--- config.mk ---
export PLATFORM = sky130hd
export DESIGN_NAME = tap_delay_ctrl
export DESIGN_NICKNAME = d
export VERILOG_FILES = /design/src/rtl/tap_pkg.sv /design/src/rtl/tap_edge_det.sv /design/src/rtl/tap_ps_conv.sv /design/src/rtl/tap_active_reg.sv /design/src/rtl/tap_delay_ctrl.sv
export SDC_FILE = /design/constraint.sdc
export NUM_CORES = 1
export LEC_CHECK = 0
export ABC_AREA = 1
export CORE_MARGIN = 4
export CORE_UTILIZATION = 40
export DETAILED_ROUTE_END_ITERATION = 12
export GPL_TIMING_DRIVEN = 0
export PLACE_DENSITY = 0.78
export SLEW_MARGIN = 10
export SYNTH_ARGS = -nofsm -noshare
export SYNTH_HDL_FRONTEND = slang
export SYNTH_SLANG_ARGS = --single-unit
--- constraint.sdc ---
create_clock -name clk -period 3.8 [get_ports clk]
set_input_delay 0.38 -clock clk [delete_from_list [all_inputs] [get_ports clk]]
set_output_delay 0.38 -clock clk [all_outputs]
set_load 0.005 [all_outputs]
--- src/rtl/tap_pkg.sv ---
package tap_pkg;
    typedef enum logic [1:0] {
        DLY_FIXED,
        DLY_LOAD_ONLY,
        DLY_VARIABLE
    } dly_kind_e;

    typedef enum logic [1:0] {
        UPD_IMMEDIATE,
        UPD_ON_EDGE,
        UPD_TWO_STEP
    } upd_rule_e;

    typedef enum logic [2:0] {
        ST_INIT,
        ST_CONV,
        ST_IDLE,
        ST_PEND,
        ST_ARMED
    } ctl_state_e;
endpackage

--- src/rtl/tap_edge_det.sv ---
module tap_edge_det (
    input  logic clk,
    input  logic rst,
    input  logic din,
    output logic din_edge
);
    logic din_q;

    always_ff @(posedge clk) begin
        if (rst) din_q <= 1'b0;
        else     din_q <= din;
    end

    assign din_edge = din ^ din_q;
endmodule

--- src/rtl/tap_ps_conv.sv ---
module tap_ps_conv #(
    parameter int NUM_W = 23,
    parameter int TAP_W = 9
) (
    input  logic             clk,
    input  logic             rst,
    input  logic             start,
    input  logic [NUM_W-1:0] num,
    input  logic [NUM_W-1:0] den,
    output logic             done,
    output logic [TAP_W-1:0] taps
);
    localparam int CW      = $clog2(NUM_W + 1);
    localparam int TAP_MAX = (1 << TAP_W) - 1;

    logic [NUM_W-1:0] rem_q;
    logic [NUM_W-1:0] quo_q;
    logic [CW-1:0]    cnt_q;
    logic             busy_q;
    logic             done_q;
    logic [NUM_W:0]   rem_sh;
    logic             fits;

    assign rem_sh = {rem_q, quo_q[NUM_W-1]};
    assign fits   = rem_sh >= {1'b0, den};

    always_ff @(posedge clk) begin
        if (rst) begin
            rem_q  <= '0;
            quo_q  <= '0;
            cnt_q  <= '0;
            busy_q <= 1'b0;
            done_q <= 1'b0;
        end else begin
            done_q <= 1'b0;
            if (start) begin
                rem_q  <= '0;
                quo_q  <= num;
                cnt_q  <= CW'(NUM_W);
                busy_q <= 1'b1;
            end else if (busy_q) begin
                rem_q  <= fits ? NUM_W'(rem_sh - {1'b0, den}) : rem_sh[NUM_W-1:0];
                quo_q  <= {quo_q[NUM_W-2:0], fits};
                cnt_q  <= cnt_q - 1'b1;
                if (cnt_q == CW'(1)) begin
                    busy_q <= 1'b0;
                    done_q <= 1'b1;
                end
            end
        end
    end

    assign done = done_q;
    assign taps = (quo_q > NUM_W'(TAP_MAX)) ? TAP_W'(TAP_MAX) : quo_q[TAP_W-1:0];

    p_done_pulse_r10: assert property (@(posedge clk) disable iff (rst)
        done |=> !done);
endmodule

--- src/rtl/tap_active_reg.sv ---
module tap_active_reg #(
    parameter int TAP_W    = 9,
    parameter int INIT_TAP = 0
) (
    input  logic             clk,
    input  logic             rst,
    input  logic             commit,
    input  logic [TAP_W-1:0] commit_val,
    output logic [TAP_W-1:0] cur
);
    always_ff @(posedge clk) begin
        if (rst)         cur <= TAP_W'(INIT_TAP);
        else if (commit) cur <= commit_val;
    end

    p_hold_without_commit_r9: assert property (@(posedge clk) disable iff (rst)
        !$past(commit) && !$past(rst) |-> $stable(cur));
endmodule

--- src/rtl/tap_delay_ctrl.sv ---
module tap_delay_ctrl
    import tap_pkg::*;
#(
    parameter dly_kind_e DLY_KIND      = DLY_VARIABLE,
    parameter upd_rule_e UPD_RULE      = UPD_IMMEDIATE,
    parameter bit        TIME_FMT      = 1'b0,
    parameter int        TAP_W         = 9,
    parameter int        DELAY_VALUE   = 0,
    parameter int        MAX_PS        = 1250,
    parameter int        PS_W          = 11,
    parameter int        CAL_W         = 12,
    parameter int        REF_PERIOD_PS = 3333,
    parameter bit        CLK_INV       = 1'b0,
    parameter bit        RST_INV       = 1'b0
) (
    input  logic             clk,
    input  logic             rst,
    input  logic             din,
    input  logic             load,
    input  logic             ce,
    input  logic             inc,
    input  logic [TAP_W-1:0] cnt_in,
    input  logic             cal_valid,
    input  logic [CAL_W-1:0] cal_taps,
    output logic [TAP_W-1:0] cnt_out,
    output logic [TAP_W-1:0] line_tap,
    output logic             ready
);
    localparam int TAP_MAX  = (1 << TAP_W) - 1;
    localparam int PS_EFF   = (DELAY_VALUE > MAX_PS) ? MAX_PS : DELAY_VALUE;
    localparam int NUM_W    = PS_W + CAL_W;
    localparam int INIT_TAP = TIME_FMT ? 0 : DELAY_VALUE;

    logic clk_i;
    logic rst_i;

    generate
        if (CLK_INV) begin : g_clk_inv
            assign clk_i = ~clk;
        end else begin : g_clk_dir
            assign clk_i = clk;
        end
        if (RST_INV) begin : g_rst_inv
            assign rst_i = ~rst;
        end else begin : g_rst_dir
            assign rst_i = rst;
        end
    endgenerate

    ctl_state_e       state, state_nx;
    logic [TAP_W-1:0] cur;
    logic [TAP_W-1:0] stash, stash_nx;
    logic             stash_we;
    logic             commit;
    logic [TAP_W-1:0] commit_val;
    logic             conv_start;
    logic             conv_done;
    logic [TAP_W-1:0] conv_taps;
    logic [NUM_W-1:0] conv_num;
    logic [NUM_W-1:0] conv_den;
    logic             din_edge;
    logic             req_load, req_step, req_any;
    logic [TAP_W-1:0] base, step_val, req_val, pend_val;

    tap_edge_det u_edge (
        .clk      (clk_i),
        .rst      (rst_i),
        .din      (din),
        .din_edge (din_edge)
    );

    assign conv_num = NUM_W'(PS_EFF) * {{PS_W{1'b0}}, cal_taps};
    assign conv_den = NUM_W'(REF_PERIOD_PS);

    tap_ps_conv #(.NUM_W(NUM_W), .TAP_W(TAP_W)) u_conv (
        .clk   (clk_i),
        .rst   (rst_i),
        .start (conv_start),
        .num   (conv_num),
        .den   (conv_den),
        .done  (conv_done),
        .taps  (conv_taps)
    );

    tap_active_reg #(.TAP_W(TAP_W), .INIT_TAP(INIT_TAP)) u_active (
        .clk        (clk_i),
        .rst        (rst_i),
        .commit     (commit),
        .commit_val (commit_val),
        .cur        (cur)
    );

    // request decode: what the delay kind lets through
    assign req_load = load && (DLY_KIND != DLY_FIXED);
    assign req_step = ce && !load && (DLY_KIND == DLY_VARIABLE);
    assign req_any  = req_load || req_step;

    assign base     = (state == ST_PEND) ? stash : cur;
    assign step_val = inc ? ((base == TAP_W'(TAP_MAX)) ? base : base + 1'b1)
                          : ((base == '0) ? base : base - 1'b1);
    assign req_val  = req_load ? cnt_in : step_val;
    assign pend_val = req_any ? req_val : stash;

    // state register
    always_ff @(posedge clk_i) begin
        if (rst_i) state <= ST_INIT;
        else       state <= state_nx;
    end

    // next state and commit decisions
    always_comb begin
        state_nx   = state;
        commit     = 1'b0;
        commit_val = cur;
        stash_we   = 1'b0;
        stash_nx   = stash;
        conv_start = 1'b0;
        unique case (state)
            ST_INIT: begin
                if (TIME_FMT) begin
                    if (cal_valid) begin
                        conv_start = 1'b1;
                        state_nx   = ST_CONV;
                    end
                end else begin
                    state_nx = ST_IDLE;
                end
            end
            ST_CONV: begin
                if (conv_done) begin
                    commit     = 1'b1;
                    commit_val = conv_taps;
                    state_nx   = ST_IDLE;
                end
            end
            ST_IDLE, ST_PEND, ST_ARMED: begin
                if (UPD_RULE == UPD_IMMEDIATE) begin
                    if (req_any) begin
                        commit     = 1'b1;
                        commit_val = req_val;
                    end
                end else if (UPD_RULE == UPD_ON_EDGE) begin
                    if (req_any || state == ST_PEND) begin
                        if (din_edge) begin
                            commit     = 1'b1;
                            commit_val = pend_val;
                            state_nx   = ST_IDLE;
                        end else begin
                            stash_we = 1'b1;
                            stash_nx = pend_val;
                            state_nx = ST_PEND;
                        end
                    end
                end else begin
                    if (req_load) begin
                        if (state == ST_ARMED && ce) begin
                            commit     = 1'b1;
                            commit_val = stash;
                            state_nx   = ST_IDLE;
                        end else begin
                            stash_we = 1'b1;
                            stash_nx = cnt_in;
                            state_nx = ST_ARMED;
                        end
                    end else if (req_step) begin
                        commit     = 1'b1;
                        commit_val = step_val;
                    end
                end
            end
            default: state_nx = ST_INIT;
        endcase
    end

    always_ff @(posedge clk_i) begin
        if (rst_i)         stash <= '0;
        else if (stash_we) stash <= stash_nx;
    end

    // outputs
    always_comb begin
        ready    = (state == ST_IDLE) || (state == ST_PEND) || (state == ST_ARMED);
        cnt_out  = cur;
        line_tap = cur;
    end

    p_reset_ready_low_r1: assert property (@(posedge clk_i)
        rst_i |=> !ready);
    p_reset_value_r1: assert property (@(posedge clk_i)
        rst_i |=> cnt_out == TAP_W'(INIT_TAP));

    generate
        if (DLY_KIND == DLY_FIXED) begin : g_chk_fixed
            p_fixed_hold_r2: assert property (@(posedge clk_i) disable iff (rst_i)
                ready && $past(ready) |-> $stable(cnt_out));
        end
        if (DLY_KIND == DLY_LOAD_ONLY && UPD_RULE != UPD_ON_EDGE) begin : g_chk_load
            p_no_step_r3: assert property (@(posedge clk_i) disable iff (rst_i)
                $past(ready) && !$past(load) |-> $stable(cnt_out));
        end
        if (DLY_KIND == DLY_VARIABLE && UPD_RULE != UPD_ON_EDGE) begin : g_chk_sat
            p_no_overflow_r5: assert property (@(posedge clk_i) disable iff (rst_i)
                $past(ready && ce && !load && inc) && $past(cnt_out) == TAP_W'(TAP_MAX)
                |-> cnt_out == TAP_W'(TAP_MAX));
            p_no_underflow_r5: assert property (@(posedge clk_i) disable iff (rst_i)
                $past(ready && ce && !load && !inc) && $past(cnt_out) == '0
                |-> cnt_out == '0);
        end
        if (UPD_RULE == UPD_ON_EDGE && !TIME_FMT) begin : g_chk_edge
            p_commit_on_edge_r7: assert property (@(posedge clk_i) disable iff (rst_i)
                $past(ready) && !$stable(cnt_out) |-> $past(din_edge));
        end
        if (UPD_RULE == UPD_TWO_STEP && !TIME_FMT) begin : g_chk_manual
            p_capture_no_change_r8: assert property (@(posedge clk_i) disable iff (rst_i)
                $past(ready && load && !ce) |-> $stable(cnt_out));
        end
    endgenerate
endmodule

==> impl_metrics.toml <==
[detailed_routing]
drtIter0Drc = 21
num_vias = 1165
firstDrtPassIters = 4
wl_mm = 2.671
wl_per_cell_um = 11.51
drt_drc_violations_left = 0
ant_nets = 0
vias_per_cell = 5.022

[floorplan]
rows = 17
start_util_pct = 43.46
die_h_um = 57.96
dieWidth_um = 57.96
die_area_um2 = 3359
ios = 47
core_area_um2 = 2297

[critical_path]
critPathCaptureType = "flip-flop"
arrival_ns = 2.39
r2r_cells = 8
crit_required_ns = 3.99
path_class = "input pin to flip-flop"
crit_path_max_fanout = 9
cp-start-kind = "input pin"

[grt]
grt_pass1_wl_mm = 4.678
track_usage_pct = 17.46
grt_overflow = 0
grt_max_degree = 11
antenna_found_initial = 0
grt_pass1_vias = 1114

[logic_synthesis]
synth_edf_count = 0
syn-cell-area_um2 = 998.5
seq_area_frac_synth_pct = 20.05
yosysMostFrequentCell = "nand2_1"
synth_area_per_cell_um2 = 5.908
synth_cells = 169
syn_nets = 205
synth_warnings = 0
synth_top_area_share_pct = 20.05
async_reset_ff_share_pct = 0
ys_top_cells_by_area = "dfxtp_1, nand2_1, nand3_1, ha_1, inv_1"
synth_ff_type = "dfxtp_1"
yosys.area.top_type = "dfxtp_1"
ys_ff_latch = 10
synth.top_cells.by_count = "nand2_1, inv_1, nand3_1"
yosysUniqueCellTypes = 19

[finish]
multi_input_area_um2 = 624.3
syn_to_final_growth_pct = 38.22
fillCellCount = 240
drive_above_1_share_pct = 8.824
num_antenna_cells = 0
fin_nets = 241
final-seq-area_um2 = 200.2

[place]
numPortBuffers = 31
hpwl_mm = 2.139
place_congestion = 0.7977

[sta]
setup_viol = 0
min_period_over_period_pct = 57.71
max_slew_margin_pct = 66.60
worst_slew_pin_slew_ns = 0.4992
whs_ns = 0.5499
max_freq_ghz = 0.4560
drv_slew = 0
period_needed_ns = 2.193
hold_viol = 0
fin_skew_ns = 0.009499
final.setup.tns_ns = 0
rsz0062_at_grt = "no"

[clock_network]
ctsHoldBuffers = 0
cts_made_buffers = 3
clock-sinks = 10
clk_pin_slew_ns = 0.07
cts_root_buf = "clkbuf_4"
clockBufferDepth = 2
cts_htree_levels = 1
ctsResizeCount = 0
postCtsSetupBuffers = 0
cts_tree = "yes"
clk_latency_ns = 0.27

[status]
outcome = "finished, final reports clean"

[pwr]
power_density_nw_per_um2 = 282.1
p_int_mw = 0.2595
comb_power_share_pct = 42.4
p_leak_nw = 0.6921
p_seq_share_pct = 33.3
p_clk_share_pct = 24.3
p_sw_mw = 0.1298
peakVddDrop_v = 0.0002513
p_sw_share_pct = 33.35
total_power_mw = 0.3893

[run]
maxCapViolCount = 0

[worst_hold_path]
min_path_cells = 2
hold_class = "flip-flop to flip-flop"
==> state kept, by name (all words and copies together), names as in the netlist <==
| register | cells |
|---|---|
| state | 1 |
| u_active.cur | 9 |
==> metal layers <==
metal | wire [µm] | global-route usage, % | vias to the layer above | share of wire, %
met4 | 2 | 4.305 | 0 | 0.075
met5 | 0 | 0 | - | 0
met2 | 1274 | 28.87 | 43 | 48
met1 | 1235 | 21.79 | 519 | 46
met3 | 158 | 5.791 | 2 | 5.9
li1 | - | - | 601 | -
==> through the flow <==
step / util (%) / instance area, µm² / setup WS (ns) / cells
floorplan: - / 998.5 / 2.110 / 169
global placement: 58.50 / 1344 / 1.414 / 228
detailed placement: 58.50 / 1344 / 1.365 / 228
CTS: 60.08 / 1380 / 1.635 / 232
global route: 60.08 / 1380 / 1.460 / 232
finish: 60.08 / 1380 / 1.607 / 232
==> logic make-up after synthesis <==
group,share of synthesized area [%]
AOI/OAI and AO/OA,8.773
xor gates and xnor gates,1.755
adders and majority gates,10.78
buffers and inverters,17.42
DFF,20.05
and+or+nand+nor,41.23
==> worst max-delay path, stage by stage <==
cell             delay [ns]
clkdlybuf4s50_1        0.52
inv_1                  0.21
ha_1                   0.46
nand3_1                0.15
nand3_1                0.14
nand3_1                0.11
nand2_1                0.07
nand2_1                0.05
nand3_1                0.08
nand3_1                0.08
a21oi_1                0.14
==> area by class of cell <==
cell class                 instances  share of cell area (%)
multi-input combinational        122                   45.24
tap                               28                   2.539
buffer                            14                   6.346
inverter                          23                   6.256
clock buffer                       4                   2.629
sequential                        10                   14.51
timing repair buffer              31                   22.48
==> power groups by stage <==
stage	Combinational, mW	Clock, mW	Sequential [mW]
5_1_grt	0.186	0.104	0.132
6_report	0.165	0.0944	0.130
3_3_place_gp	0.160	0	0.131
3_5_place_dp	0.164	0	0.132
2_1_floorplan	0.0994	0	0.128
4_1_cts	0.165	0.0978	0.130
==> placed cells by master, fill, tap and decap left out, drive strengths merged <==
| cell type | instances |
|---|---|
| buf | 11 |
| clkdlybuf4s50 | 31 |
| xor2 | 1 |
| nor2 | 18 |
| a21o | 1 |
| clkbuf | 7 |
| or2 | 4 |
| dfxtp | 10 |
| inv | 23 |
| nand3b | 1 |
| nand4 | 6 |
| fa | 1 |
| ha | 7 |
| a21oi | 8 |
| xnor2 | 1 |
| o21ai | 8 |
| nand3 | 21 |
| nand2 | 45 |
==> path summary, 6_finish.rpt <==
check / slack (ns) / from / to
hold / removal: 0.55 / u_active.cur[3] / u_active.cur[3]
setup / recovery: 1.61 / inc / u_active.cur[7]
hold reg to reg: 0.55 / u_active.cur[3] / u_active.cur[3]
setup reg to reg: 2.09 / u_active.cur[0] / u_active.cur[8]
(Power assumes the default switching activity.)
